## config.mk

```make
export PLATFORM = sky130hd
export DESIGN_NAME = nibble_dram_ctrl
export DESIGN_NICKNAME = d
export VERILOG_FILES = /design/src/rtl/ndc_pkg.sv /design/src/rtl/ndc_refresh_timer.sv /design/src/rtl/ndc_nibble_shift.sv /design/src/rtl/ndc_sequencer.sv /design/src/rtl/nibble_dram_ctrl.sv
export SDC_FILE = /design/constraint.sdc
export NUM_CORES = 1
export LEC_CHECK = 0
export ABC_CLOCK_PERIOD_IN_PS = 3300
export BUFFER_PORTS_ARGS = -buffer_cell sky130_fd_sc_hd__buf_2
export CORE_ASPECT_RATIO = 0.5
export CORE_MARGIN = 2
export CORE_UTILIZATION = 25
export CTS_CLUSTER_DIAMETER = 200
export DETAILED_ROUTE_END_ITERATION = 10
export SYNTH_ARGS = -nofsm -noshare
export SYNTH_HDL_FRONTEND = slang
export SYNTH_SLANG_ARGS = --single-unit
```

## constraint.sdc

```tcl
create_clock -name clk -period 3.3 [get_ports clk]
set_input_delay 0.165 -clock clk [delete_from_list [all_inputs] [get_ports clk]]
set_output_delay 0.165 -clock clk [all_outputs]
set_load 0.02 [all_outputs]
```

## src/rtl/ndc_pkg.sv

```systemverilog
// Shared types for the nibble-serial DRAM controller.
// Assumes: a single clock domain; all users import this package.
package ndc_pkg;
    typedef enum logic [2:0] {
        ST_IDLE,
        ST_ROW,
        ST_COL,
        ST_DATA,
        ST_RF_CAS,
        ST_RF_RAS
    } ndc_state_t;
endpackage

```

## src/rtl/ndc_refresh_timer.sv

```systemverilog
// Free-running refresh interval timer.
// Raises pend every (DIV_BASE << sel) cycles and holds it until ack.
// Assumes: sel is quasi-static; an expiry in the ack cycle keeps pend set.
module ndc_refresh_timer #(
    parameter int DIV_BASE = 128,
    parameter int CNT_W    = $clog2(DIV_BASE) + 8
) (
    input  logic       clk,
    input  logic       rst_n,
    input  logic [2:0] sel,
    input  logic       ack,
    output logic       pend
);
    logic [CNT_W-1:0] lim [8];
    logic [CNT_W-1:0] cnt;
    logic             expire;

    // Terminal count for each of the eight divider choices.
    for (genvar g = 0; g < 8; g++) begin : g_lim
        assign lim[g] = CNT_W'(DIV_BASE << g) - CNT_W'(1);
    end

    assign expire = (cnt == lim[sel]);

    // Interval counter, restarts on expiry.
    always_ff @(posedge clk) begin
        if (!rst_n)      cnt <= '0;
        else if (expire) cnt <= '0;
        else             cnt <= cnt + CNT_W'(1);
    end

    // Pending flag: set on expiry, cleared when the sequencer takes it.
    always_ff @(posedge clk) begin
        if (!rst_n)      pend <= 1'b0;
        else if (expire) pend <= 1'b1;
        else if (ack)    pend <= 1'b0;
    end
endmodule

```

## src/rtl/ndc_nibble_shift.sv

```systemverilog
// Shared word shift register for both directions.
// Load takes the write word; each shift moves out the low nibble and
// takes nib_in at the top, so reads assemble least significant first.
// Assumes: load and shift are never high together.
module ndc_nibble_shift #(
    parameter int WORD_W = 24,
    parameter int NIB_W  = 4
) (
    input  logic              clk,
    input  logic              rst_n,
    input  logic              load,
    input  logic [WORD_W-1:0] load_data,
    input  logic              shift,
    input  logic [NIB_W-1:0]  nib_in,
    output logic [NIB_W-1:0]  nib_out,
    output logic [WORD_W-1:0] word
);
    // Load or shift the word register.
    always_ff @(posedge clk) begin
        if (!rst_n)     word <= '0;
        else if (load)  word <= load_data;
        else if (shift) word <= {nib_in, word[WORD_W-1:NIB_W]};
    end

    assign nib_out = word[NIB_W-1:0];
endmodule

```

## src/rtl/ndc_sequencer.sv

```systemverilog
// Access and refresh sequencer.
// Arbitrates refresh against requests only in idle, then walks
// row, column and data beats, or the two refresh phases.
// Assumes: rfsh_pend stays set until rfsh_ack.
module ndc_sequencer
    import ndc_pkg::*;
#(
    parameter int BEATS_LONG  = 6,
    parameter int BEATS_SHORT = 4,
    parameter int RF_PHASE    = 2
) (
    input  logic clk,
    input  logic rst_n,
    input  logic req_valid,
    input  logic req_write,
    input  logic cfg_long,
    input  logic rfsh_pend,
    output logic req_ready,
    output logic accept,
    output logic rfsh_ack,
    output logic row_phase,
    output logic shift,
    output logic word_long,
    output logic ras_n,
    output logic cas_n,
    output logic we_n,
    output logic dq_oe,
    output logic rsp_valid
);
    localparam int CMAX = (BEATS_LONG > RF_PHASE) ? BEATS_LONG : RF_PHASE;
    localparam int CW   = $clog2(CMAX) + 1;

    ndc_state_t    state;
    logic [CW-1:0] cnt;
    logic          wr_q;
    logic          last_beat;
    logic          phase_end;

    assign last_beat = (cnt == (word_long ? CW'(BEATS_LONG - 1) : CW'(BEATS_SHORT - 1)));
    assign phase_end = (cnt == CW'(RF_PHASE - 1));
    assign req_ready = (state == ST_IDLE) && !rfsh_pend;
    assign accept    = req_ready && req_valid;
    assign rfsh_ack  = (state == ST_IDLE) && rfsh_pend;

    // State, beat/phase counter and latched request attributes.
    always_ff @(posedge clk) begin
        if (!rst_n) begin
            state     <= ST_IDLE;
            cnt       <= '0;
            wr_q      <= 1'b0;
            word_long <= 1'b0;
        end else begin
            case (state)
                ST_IDLE: begin
                    cnt <= '0;
                    if (rfsh_pend) begin
                        state <= ST_RF_CAS;
                    end else if (req_valid) begin
                        state     <= ST_ROW;
                        wr_q      <= req_write;
                        word_long <= cfg_long;
                    end
                end
                ST_ROW:  state <= ST_COL;
                ST_COL:  state <= ST_DATA;
                ST_DATA: begin
                    if (last_beat) state <= ST_IDLE;
                    cnt <= cnt + CW'(1);
                end
                ST_RF_CAS: begin
                    if (phase_end) begin
                        state <= ST_RF_RAS;
                        cnt   <= '0;
                    end else begin
                        cnt <= cnt + CW'(1);
                    end
                end
                ST_RF_RAS: begin
                    if (phase_end) state <= ST_IDLE;
                    cnt <= cnt + CW'(1);
                end
                default: state <= ST_IDLE;
            endcase
        end
    end

    // One-cycle read completion pulse after the last beat.
    always_ff @(posedge clk) begin
        if (!rst_n) rsp_valid <= 1'b0;
        else        rsp_valid <= (state == ST_DATA) && last_beat && !wr_q;
    end

    // Strobe and data-path controls decoded from the state.
    always_comb begin
        row_phase = (state == ST_ROW);
        shift     = (state == ST_DATA);
        ras_n     = !((state == ST_ROW) || (state == ST_COL) ||
                      (state == ST_DATA) || (state == ST_RF_RAS));
        cas_n     = !((state == ST_COL) || (state == ST_DATA) ||
                      (state == ST_RF_CAS) || (state == ST_RF_RAS));
        dq_oe     = (state == ST_DATA) && wr_q;
        we_n      = !dq_oe;
    end
endmodule

```

## src/rtl/nibble_dram_ctrl.sv

```systemverilog
// Top level: DSP word port to a 4-bit-wide DRAM with refresh.
// Holds the request address, muxes row and column onto the DRAM
// address pins and formats the read word for the selected length.
// Assumes: ADDR_W splits into a row half no narrower than the column half.
module nibble_dram_ctrl #(
    parameter int ADDR_W   = 26,
    parameter int NIB_W    = 4,
    parameter int WORD_W   = 24,
    parameter int SHORT_W  = 16,
    parameter int DIV_BASE = 128,
    parameter int RF_PHASE = 2
) (
    input  logic                      clk,
    input  logic                      rst_n,
    input  logic                      cfg_word24,
    input  logic [2:0]                cfg_rfsh_sel,
    input  logic                      req_valid,
    output logic                      req_ready,
    input  logic                      req_write,
    input  logic [ADDR_W-1:0]         req_addr,
    input  logic [WORD_W-1:0]         req_wdata,
    output logic                      rsp_valid,
    output logic [WORD_W-1:0]         rsp_rdata,
    output logic [(ADDR_W+1)/2-1:0]   dram_addr,
    output logic                      dram_ras_n,
    output logic                      dram_cas_n,
    output logic                      dram_we_n,
    output logic [NIB_W-1:0]          dram_dq_out,
    output logic                      dram_dq_oe,
    input  logic [NIB_W-1:0]          dram_dq_in
);
    localparam int ROW_W       = (ADDR_W + 1) / 2;
    localparam int COL_W       = ADDR_W - ROW_W;
    localparam int BEATS_LONG  = WORD_W / NIB_W;
    localparam int BEATS_SHORT = SHORT_W / NIB_W;
    localparam int CNT_W       = $clog2(DIV_BASE) + 8;

    logic              rfsh_pend;
    logic              rfsh_ack;
    logic              accept;
    logic              row_phase;
    logic              shift;
    logic              word_long;
    logic [WORD_W-1:0] word;
    logic [ADDR_W-1:0] addr_q;

    ndc_refresh_timer #(
        .DIV_BASE (DIV_BASE),
        .CNT_W    (CNT_W)
    ) u_timer (
        .clk   (clk),
        .rst_n (rst_n),
        .sel   (cfg_rfsh_sel),
        .ack   (rfsh_ack),
        .pend  (rfsh_pend)
    );

    ndc_sequencer #(
        .BEATS_LONG  (BEATS_LONG),
        .BEATS_SHORT (BEATS_SHORT),
        .RF_PHASE    (RF_PHASE)
    ) u_seq (
        .clk       (clk),
        .rst_n     (rst_n),
        .req_valid (req_valid),
        .req_write (req_write),
        .cfg_long  (cfg_word24),
        .rfsh_pend (rfsh_pend),
        .req_ready (req_ready),
        .accept    (accept),
        .rfsh_ack  (rfsh_ack),
        .row_phase (row_phase),
        .shift     (shift),
        .word_long (word_long),
        .ras_n     (dram_ras_n),
        .cas_n     (dram_cas_n),
        .we_n      (dram_we_n),
        .dq_oe     (dram_dq_oe),
        .rsp_valid (rsp_valid)
    );

    ndc_nibble_shift #(
        .WORD_W (WORD_W),
        .NIB_W  (NIB_W)
    ) u_shift (
        .clk       (clk),
        .rst_n     (rst_n),
        .load      (accept),
        .load_data (req_wdata),
        .shift     (shift),
        .nib_in    (dram_dq_in),
        .nib_out   (dram_dq_out),
        .word      (word)
    );

    // Capture the word address on acceptance.
    always_ff @(posedge clk) begin
        if (!rst_n)      addr_q <= '0;
        else if (accept) addr_q <= req_addr;
    end

    // Row half during the row cycle, column half otherwise.
    assign dram_addr = row_phase ? addr_q[ADDR_W-1:COL_W]
                                 : ROW_W'(addr_q[COL_W-1:0]);

    // Short words arrive in the top of the shifter; right-align them.
    assign rsp_rdata = word_long ? word
                                 : WORD_W'(word[WORD_W-1 -: SHORT_W]);
endmodule

```

==> results of run 1 <==
## final cells by class
type / count / area [µm²] / area share
Antenna cell: 2 / 5.00 / 0.00103
Clock buffer: 10 / 229 / 0.0469
Clock inverter: 6 / 72.6 / 0.0149
Inverter: 8 / 30.0 / 0.00615
Multi-Input combinational cell: 339 / 2180 / 0.446
Sequential cell: 76 / 1520 / 0.312
Tap cell: 204 / 255 / 0.0523
Timing Repair Buffer: 115 / 593 / 0.121
## cell usage in the layout, fill, tap and decap left out, types with 7 or more instances in the layout
master	netlist	final
nor2_1	22	22
nor3_1	9	9
clkbuf_16	0	9
dfxtp_1	76	76
buf_2	12	108
o21ai_0	7	7
and2_1	11	11
xor2_1	8	8
buf_4	7	7
a21boi_0	49	49
a22oi_1	21	21
xnor2_1	10	10
mux2_2	30	30
nand2_1	108	108
inv_1	8	8
## where the power goes
part           internal, µW  switching, µW
sequential              974           52.3
combinational           166            229
clock                   592            399
## sequential cells by signal (all words and copies together) (netlist names)
| register | count |
|---|---|
| u_seq.word_long | 1 |
| u_timer.pend | 1 |
| u_seq.rsp_valid | 1 |
| addr_q | 26 |
| u_timer.cnt | 15 |
| u_seq.state | 3 |
| u_seq.cnt | 4 |
| u_shift.word | 24 |
| u_seq.wr_q | 1 |
## per-stage QoR
stage	area (µm²)	cells	power, µW	setup WS [ns]	utilization
final	4880	760	2410	1.14	0.318
after global routing	4880	758	2530	0.932	0.317
after CTS	4880	758	2450	1.13	0.317
after detailed placement	4580	742	1450	1.14	0.298
after global placement	4580	742	1440	1.18	0.298
after floorplan	3920	460	1320	1.55	-
## cell usage after synthesis, types with 2 or more instances
| master | instances | area, µm² |
|---|---|---|
| a31oi_1 | 2 | 12.5 |
| a21boi_0 | 49 | 368 |
| nand2_1 | 108 | 405 |
| nand3_1 | 5 | 25.0 |
| o21ai_0 | 7 | 35.0 |
| clkbuf_1 | 16 | 60.1 |
| nand2b_1 | 5 | 31.3 |
| nor4_1 | 2 | 12.5 |
| o211a_1 | 4 | 40.0 |
| and2_1 | 11 | 68.8 |
| ha_1 | 3 | 37.5 |
| a22oi_1 | 21 | 158 |
| nor2_1 | 22 | 82.6 |
| xor2_1 | 8 | 70.1 |
| buf_2 | 12 | 60.1 |
| inv_1 | 8 | 30.0 |
| a21oi_1 | 5 | 25.0 |
| buf_4 | 7 | 52.6 |
| nand4_1 | 2 | 12.5 |
| nor3_1 | 9 | 45.0 |
| xnor2_1 | 10 | 87.6 |
| mux2_2 | 30 | 338 |
| or3_1 | 2 | 12.5 |
| nand3b_1 | 2 | 15.0 |
| o21a_1 | 4 | 30.0 |
| o211ai_1 | 2 | 15.0 |
| nor2b_1 | 3 | 18.8 |
| dfxtp_1 | 76 | 1520 |
| mux2i_1 | 4 | 40.0 |
## worst paths after layout
| kind | endpoint | slack, ns |
|---|---|---|
| hold reg to reg | u_timer.cnt[0]$_SDFF_PP0_ | 0.46 |
| hold / removal | u_shift.word[0]$_SDFFE_PN0P_ | 0.07 |
| setup / recovery | u_seq.state[2]$_SDFFE_PN0P_ | 1.14 |
| setup reg to reg | u_seq.state[2]$_SDFFE_PN0P_ | 1.14 |
## metal layers
metal / GRT usage / vias to the layer above / wire (µm) / share of wire
met1: 0.142 / 1616 / 4490 / 0.46
li1: - / 1758 / - / -
met2: 0.203 / 45 / 4680 / 0.48
met3: 0.0440 / 19 / 464 / 0.047
met5: 0 / - / 16 / 0.0016
met4: 0.0386 / 2 / 170 / 0.017
## critical path: cells and delay by family (launching register included)
| kind | cells | cell delay [ns] |
|---|---|---|
| AND/OR/NAND/NOR | 4 | 0.92 |
| flip-flops | 1 | 0.57 |
| buffers and inverters | 1 | 0.32 |
| AO/OA/AOI/OAI | 1 | 0.24 |
## cells by family after synthesis
kind of cell,Yosys count,share of synthesized area
simple gates,182,0.217
xor+xnor,18,0.0403
compound gates,102,0.192
fa+ha+maj,3,0.00959
mux,34,0.0965
flops,76,0.388
buf+inv,45,0.0562
==> impl_metrics.py, run 1 <==
metrics = {
    "run_status": {
        "status": "completed",
    },
    "clock_tree": {
        "cts-root-buf": "clkbuf_16",
        "cts.path.max_buffers": 2,
        "insertion_delay_ns": 0.34,
        "cts_inserted_buffers": 9,
        "cts_setup_buffers": 0,
        "cts_num_sinks": 76,
        "holdBufCountCts": 0,
        "clkTransAtPathRegs_ns": 0.06,
        "h-tree-depth": 3,
        "ctsResizeCount": 0,
        "tritoncts": "yes",
    },
    "finish": {
        "nets": 614,
        "fillCellCount": 1628,
        "area_delta_synth_final_pct": 24.7,
        "drive_gt1_frac": 0.303,
    },
    "synthesis": {
        "synth_warnings": 0,
        "ys.flop_type": "dfxtp_1",
        "ys_seq_area_frac": 0.388,
        "synthArstFlopShare": 0,
        "syn-cell-area_mm2": 0.00392,
        "synth_edf_count": 0,
        "synth-seq-cells": 76,
        "synth_cells": 460,
        "yosysUniqueCellTypes": 50,
        "avgSynthCellArea_um2": 8.51,
        "syn_nets": 525,
    },
    "routing": {
        "via_per_inst": 4.53,
        "drt_iter0_drc": 214,
        "drt-total-wl_mm": 9.82,
        "drc_errors": 0,
        "ant_nets": 0,
        "first_pass_iters": 4,
        "vias": 3440,
        "wl_per_cell_um": 12.9,
    },
    "sta": {
        "max_freq_mhz": 463,
        "slew_viol_final": 0,
        "setup_viol": 0,
        "slew_headroom": 0.345,
        "fin_skew_ns": 0.00588,
        "period_minus_slack_ns": 2.16,
        "timing.hold.ws_ns": 0.0706,
        "finalHoldViolCount": 0,
        "fin_crit_sh": 0.654,
        "rsz0062_at_grt": "false",
        "max_slew.worst_pin.slew_ns": 0.982,
        "setup_tns_ns": 0,
    },
    "worst_setup_path": {
        "endpoint_kind": "flop",
        "startpoint": "u_seq.state[0]$_SDFFE_PN0P_",
        "slowest_stage": "dfxtp_1",
        "cp_cell_sequence": "nor2b_1 -> and2_1 -> buf_4 -> nor2b_1 -> nor2b_1 -> o221a_2",
        "reg2regPathDepth": 6,
        "worstPathMaxFanout": 18,
        "cp.arrival_ns": 2.39,
        "cp.required_ns": 3.53,
        "startpoint_type": "flop",
        "crit_path_frequent_cell": "nor2b_1",
        "max_stage_delay_ns": 0.57,
        "critical_path_class": "flop to flop",
        "r2r-start": "u_seq.state[0]$_SDFFE_PN0P_",
    },
    "global_route": {
        "grt_max_degree": 57,
        "grt_pass1_wl_mm": 16.1,
        "grt-ovfl-total": 0,
        "track_usage": 0.120,
        "grt_pass1_vias": 3277,
        "antenna_found_initial": 2,
    },
    "worst_hold_path": {
        "hold_start": "req_wdata[0]",
        "hp-class": "input pin to flop",
        "whs_path_depth": 2,
    },
    "floorplan": {
        "coreArea_mm2": 0.0154,
        "chipHeight_um": 92.5,
        "die_w_um": 181,
        "start_util": 0.255,
        "io_pins": 109,
        "dieArea_mm2": 0.0167,
        "num_rows": 32,
    },
    "pwr": {
        "ir_worst_vdd_mv": 0.221,
        "p_leak_uw": 0.00208,
        "powerDensity_mw_per_mm2": 494,
    },
    "place": {
        "portBuffers": 108,
        "hpwl_mm": 6.93,
        "gp_congestion": 0.761,
    },
    "flow_run": {
        "max_cap_viol_count": 0,
    },
}
Note: power is estimated with default switching activity, not from simulation.
==> inputs of run 2 (changes only) <==
--- a/config.mk
+++ b/config.mk
@@ -5,7 +5,8 @@
 export SDC_FILE = /design/constraint.sdc
 export NUM_CORES = 1
 export LEC_CHECK = 0
-export ABC_CLOCK_PERIOD_IN_PS = 3300
+export ABC_AREA = 1
+export ABC_CLOCK_PERIOD_IN_PS = 2060
 export BUFFER_PORTS_ARGS = -buffer_cell sky130_fd_sc_hd__buf_2
 export CORE_ASPECT_RATIO = 0.5
 export CORE_MARGIN = 2
==> constraint.sdc (replaced) <==
create_clock -name clk -period 2.06 [get_ports clk]
set_input_delay 0.103 -clock clk [delete_from_list [all_inputs] [get_ports clk]]
set_output_delay 0.103 -clock clk [all_outputs]
set_load 0.02 [all_outputs]
==> impl_metrics.py, run 2 <==
metrics = {
    "routing": {
        "via_per_inst": 4.33,
        "drt-total-wl_mm": 10.5,
        "first_pass_iters": 5,
        "wl_per_cell_um": 12.0,
        "vias": 3800,
        "ant_nets": 0,
        "drt_iter0_drc": 191,
        "drc_errors": 0,
    },
    "pwr": {
        "total_power_uw": 5260,
        "clkPwrFrac": 0.311,
        "p_sw_uw": 1990,
        "p_leak_uw": 0.00215,
        "ir_worst_vdd_mv": 0.443,
        "power.share.switching": 0.378,
        "power_frac_seq": 0.356,
        "pwr-share-comb": 0.333,
        "powerDensity_mw_per_mm2": 1080,
        "power.internal_uw": 3270,
    },
    "floorplan": {
        "coreArea_mm2": 0.0147,
        "die_w_um": 179,
        "dieArea_mm2": 0.0165,
        "num_rows": 31,
        "start_util": 0.261,
        "io_pins": 109,
        "chipHeight_um": 91.7,
    },
    "clock_tree": {
        "insertion_delay_ns": 0.34,
        "ctsResizeCount": 0,
        "clkTransAtPathRegs_ns": 0.06,
        "cts_num_sinks": 76,
        "h-tree-depth": 3,
        "cts.path.max_buffers": 2,
        "cts_inserted_buffers": 9,
        "cts-root-buf": "clkbuf_16",
        "tritoncts": "yes",
    },
    "finish": {
        "regMostFlops": "addr_q",
        "largestRegisters": "addr_q x26, u_shift.word x24, u_timer.cnt x15",
        "final_common_cell": "nand2_1",
        "fillCellCount": 1612,
        "area_delta_synth_final_pct": 27.2,
        "diodes": 0,
        "final_cell_mix": "nand2_1 (119), buf_2 (108), nor2_1 (93)",
        "final_cells": 877,
        "drive_gt1_frac": 0.242,
        "nets": 739,
        "largest_register_ffs": 26,
    },
    "synthesis": {
        "syn-cell-area_mm2": 0.00385,
        "synthArstFlopShare": 0,
        "ys.flop_type": "dfxtp_1",
        "syn_nets": 636,
        "synth_xor_xnor_area_share": 0.0296,
        "synth_common_cells": "nand2_1 (119), nor2_1 (93), dfxtp_1 (76)",
        "synth_area_leaders": "dfxtp_1 (40%), nand2_1 (12%), nor2_1 (9.1%), o21ai_0 (8.7%), inv_1 (6.5%)",
        "synthAdderAreaFrac": 0.00975,
        "synthMuxAreaShare": 0,
        "synth_compound_area_frac": 0.191,
        "yosysUniqueCellTypes": 29,
        "synth_cells": 571,
        "synth_warnings": 0,
        "synth_top_cell_area_share": 0.395,
        "synth.most_common_cell": "nand2_1",
        "synth-seq-cells": 76,
        "synth_edf_count": 0,
        "yosys.area_share.simple": 0.257,
        "synth_top_family_by_area": "simple AND/OR/NAND/NOR gates",
        "ys_seq_area_frac": 0.395,
        "avgSynthCellArea_um2": 6.74,
        "yosys.area.top_type": "dfxtp_1",
    },
    "worst_setup_path": {
        "cp.required_ns": 1.96,
        "reg2reg_slack_ns": 0.29,
        "cp.arrival_ns": 1.69,
        "endpoint_kind": "primary output",
        "critical_path_class": "flop to primary output",
        "startpoint_type": "flop",
        "worstPathMaxFanout": 27,
    },
    "run_status": {
        "status": "completed",
    },
    "sta": {
        "rsz0062_at_grt": "false",
        "max_freq_mhz": 557,
        "timing.hold.ws_ns": 0.00191,
        "period_minus_slack_ns": 1.79,
        "fin_skew_ns": 0.00799,
        "finalHoldViolCount": 0,
        "setup_viol": 0,
        "slew_headroom": 0.474,
        "slew_viol_final": 0,
        "max_slew.worst_pin.slew_ns": 0.789,
        "setup_tns_ns": 0,
        "fin_crit_sh": 0.871,
    },
    "global_route": {
        "grt_pass1_vias": 3425,
        "antenna_found_initial": 0,
        "grt_max_degree": 46,
        "grt-ovfl-total": 0,
        "grt_pass1_wl_mm": 16.5,
        "track_usage": 0.122,
    },
    "place": {
        "gp_congestion": 0.883,
        "hpwl_mm": 7.54,
        "portBuffers": 108,
        "place_inst": 854,
    },
    "flow_run": {
        "max_cap_viol_count": 0,
    },
    "worst_hold_path": {
        "hp-class": "input pin to flop",
    },
}
## run 2: cell types whose count changed after synthesis, sizes merged, moves of 7 or more
cell	before	now
nor2	23	98
inv	8	72
o21ai	7	67
a21oi	5	58
a21boi	50	4
mux2	30	0
a22oi	21	0
nand2	108	122
and2	12	0
nand3	5	17
xnor2	10	3
## run 2: final timing paths
check | startpoint | endpoint | cells past startpoint
hold reg to reg | addr_q[14]$_SDFFE_PN0P_ | addr_q[14]$_SDFFE_PN0P_ | 2
setup reg to reg | u_seq.state[0]$_SDFFE_PN0P_ | u_shift.word[16]$_SDFFE_PN0P_ | 8
setup / recovery | u_seq.state[2]$_SDFFE_PN0P_ | dram_addr[5] | 6
hold / removal | req_addr[1] | addr_q[1]$_SDFFE_PN0P_ | 3
## run 2: power by group through the flow
stage          clock network [µW]  registers (µW)  logic [µW]
3_5_place_dp                    0            1900        1750
3_3_place_gp                    0            1890        1740
6_report                     1640            1870        1750
4_1_cts                      1680            1870        1770
2_1_floorplan                   0            1850        1320
5_1_grt                      1740            1900        1960
## run 2: through the flow
stage | area, µm² | utilization | setup slack, ns
after floorplan | 3850 | - | 0.586
after global placement | 4510 | 0.306 | 0.384
after detailed placement | 4510 | 0.306 | 0.334
after CTS | 4900 | 0.332 | 0.281
after global routing | 4900 | 0.332 | 0.115
final | 4900 | 0.332 | 0.265
## run 2: cells by family (layout without fill, tap and decap cells)
group,Yosys count,after routing
adders and majority gates,3,3
and+or+nand+nor,246,246
buffers and inverters,103,211
DFF,76,76
xor gates and xnor gates,13,13
AOI/OAI and AO/OA,130,130
## run 2: area by class of cell
type	count	area, µm²	area share
inverter	73	274	0.0560
tap	198	248	0.0506
timing repair buffer	122	663	0.135
multi-input combinational	392	1880	0.383
clock buffer	11	253	0.0516
clock inverter	5	60.1	0.0123
sequential	76	1520	0.311
## run 2: repair_timing
item                       4_1_cts  5_1_grt
setup buffers                    0        0
hold buffers                     7        0
hold endpoints to repair         7        0
setup endpoints to repair        0        0
## run 2: worst max-delay path: stages, from the launching register on
cell	delay (ns)
dfxtp_1	0.46
inv_1	0.15
nand3_1	0.11
buf_4	0.26
nand2_1	0.08
o21ai_0	0.09
buf_2	0.20
## run 2: routing by layer
| layer | GRT usage | share of wire |
|---|---|---|
| met1 | 0.151 | 0.45 |
| met2 | 0.211 | 0.49 |
| met3 | 0.0373 | 0.046 |
| met4 | 0.0257 | 0.0066 |
| met5 | 0 | 0 |
==> inputs of run 3 (changes only) <==
--- a/config.mk
+++ b/config.mk
@@ -13,6 +13,8 @@
 export CORE_UTILIZATION = 25
 export CTS_CLUSTER_DIAMETER = 200
 export DETAILED_ROUTE_END_ITERATION = 10
+export PLACE_DENSITY = 0.48
 export SYNTH_ARGS = -nofsm -noshare
 export SYNTH_HDL_FRONTEND = slang
 export SYNTH_SLANG_ARGS = --single-unit
+export TNS_END_PERCENT = 30
==> impl_metrics.py, run 3 (synthesis gave the netlist of run 2 again) <==
metrics = {
    "worst_setup_path": {
        "startpoint_type": "flop",
        "endpoint_kind": "primary output",
        "cp.arrival_ns": 1.65,
        "critical_path_class": "flop to primary output",
        "cp.required_ns": 1.96,
        "worstPathMaxFanout": 27,
    },
    "pwr": {
        "power_frac_seq": 0.343,
        "power.internal_uw": 3490,
        "clkPwrFrac": 0.332,
        "total_power_uw": 5460,
        "pwr-share-comb": 0.325,
        "ir_worst_vdd_mv": 0.367,
        "power.share.switching": 0.361,
        "p_leak_uw": 0.00218,
        "powerDensity_mw_per_mm2": 1100,
        "p_sw_uw": 1970,
    },
    "sta": {
        "max_freq_mhz": 569,
        "max_slew.worst_pin.slew_ns": 0.683,
        "rsz0062_at_grt": "false",
        "timing.hold.ws_ns": 0.00572,
        "fin_skew_ns": 0.00792,
        "fin_crit_sh": 0.853,
        "slew_viol_final": 0,
        "period_minus_slack_ns": 1.76,
        "setup_tns_ns": 0,
        "setup_viol": 0,
        "slew_headroom": 0.544,
        "finalHoldViolCount": 0,
    },
    "routing": {
        "wl_per_cell_um": 12.4,
        "met2_length_mm": 4.88,
        "drt-total-wl_mm": 10.9,
        "vias": 3701,
        "drt_iter0_drc": 165,
        "ant_nets": 0,
        "first_pass_iters": 4,
        "via_per_inst": 4.21,
        "wl_met3_um": 468,
        "highest_layer": "met4",
        "drc_errors": 0,
        "wl_met1_mm": 5.43,
    },
    "place": {
        "portBuffers": 108,
        "gp_congestion": 0.784,
        "hpwl_mm": 7.82,
        "placed_cell_area_mm2": 0.00452,
    },
    "floorplan": {
        "num_rows": 31,
        "io_pins": 109,
        "start_util": 0.261,
        "dieArea_mm2": 0.0165,
        "die_w_um": 179,
        "coreArea_mm2": 0.0147,
        "chipHeight_um": 91.7,
    },
    "finish": {
        "regMostFlops": "addr_q",
        "area_delta_synth_final_pct": 28.9,
        "postLayoutCellArea_mm2": 0.00496,
        "nets": 743,
        "final_common_cell": "nand2_1",
        "final_cell_mix": "nand2_1 (119), buf_2 (108), nor2_1 (93)",
        "largestRegisters": "addr_q x26, u_shift.word x24, u_timer.cnt x15",
        "largest_register_ffs": 26,
        "drive_gt1_frac": 0.240,
        "diodes": 0,
    },
    "clock_tree": {
        "insertion_delay_ns": 0.34,
        "cts_setup_buffers": 0,
        "clkTransAtPathRegs_ns": 0.06,
        "cts.path.max_buffers": 2,
        "cts-root-buf": "clkbuf_16",
        "cts_num_sinks": 76,
        "cts_inserted_buffers": 9,
        "h-tree-depth": 3,
        "tritoncts": "yes",
        "ctsResizeCount": 0,
    },
    "global_route": {
        "track_usage": 0.136,
        "grt_max_degree": 46,
        "antenna_found_initial": 1,
        "grt-ovfl-total": 0,
        "grt_pass1_wl_mm": 18.2,
        "grt_pass1_vias": 3644,
    },
    "worst_hold_path": {
        "hp-class": "input pin to flop",
    },
    "flow_run": {
        "max_cap_viol_count": 0,
    },
    "run_status": {
        "status": "completed",
    },
}
-- run 3: repair_timing --
action	in CTS	in global routing
hold buffers	10	0
setup endpoints to repair	0	0
endpoints found under the hold margin	10	0
-- run 3: path summary, 6_finish.rpt --
path                                                  start                             to  slack [ns]  depth (start not counted)
worst max register to register  u_seq.state[0]$_SDFFE_PN0P_  u_shift.word[15]$_SDFFE_PN0P_        0.35                         10
worst min-delay path                            req_addr[4]         addr_q[4]$_SDFFE_PN0P_       0.006                          3
worst min register to register      addr_q[13]$_SDFFE_PN0P_        addr_q[13]$_SDFFE_PN0P_        0.45                          2
worst max-delay path            u_seq.state[2]$_SDFFE_PN0P_                   dram_addr[3]        0.30                          6
-- run 3: power groups by stage --
stage,Clock (µW),Sequential [µW],Combinational [µW]
floorplan,0,1850,1320
global route,1920,1900,2010
global placement,0,1900,1780
detailed placement,0,1900,1790
finish,1810,1870,1780
CTS,1850,1870,1810
-- run 3: final cells by class --
| cell class | count | area [µm²] |
|---|---|---|
| Inverter | 73 | 274 |
| Clock inverter | 5 | 100 |
| Multi-Input combinational cell | 392 | 1880 |
| Sequential cell | 76 | 1520 |
| Clock buffer | 10 | 239 |
| Fill cell | 1649 | 9780 |
| Timing Repair Buffer | 126 | 701 |
| Tap cell | 198 | 248 |
-- run 3: per-stage QoR --
| step | util | setup slack (ns) | std cells |
|---|---|---|---|
| global placement | 0.307 | 0.367 | 855 |
| global route | 0.337 | 0.105 | 880 |
| finish | 0.337 | 0.302 | 880 |
| CTS | 0.337 | 0.278 | 880 |
| floorplan | - | 0.586 | 571 |
| detailed placement | 0.307 | 0.354 | 855 |
-- run 3: layer usage --
metal  up-vias  global-route usage
li1       2003                   -
met1      1637               0.179
met2        54               0.220
met3         7              0.0393
met4         0              0.0352
met5         -                   0
-- run 3: critical path: stages (launching register included) --
cell and delay, ns:
dfxtp_1 0.43, inv_1 0.13, nand3_1 0.10, buf_4 0.26, nand2_1 0.07, o21ai_0 0.10
buf_2 0.20
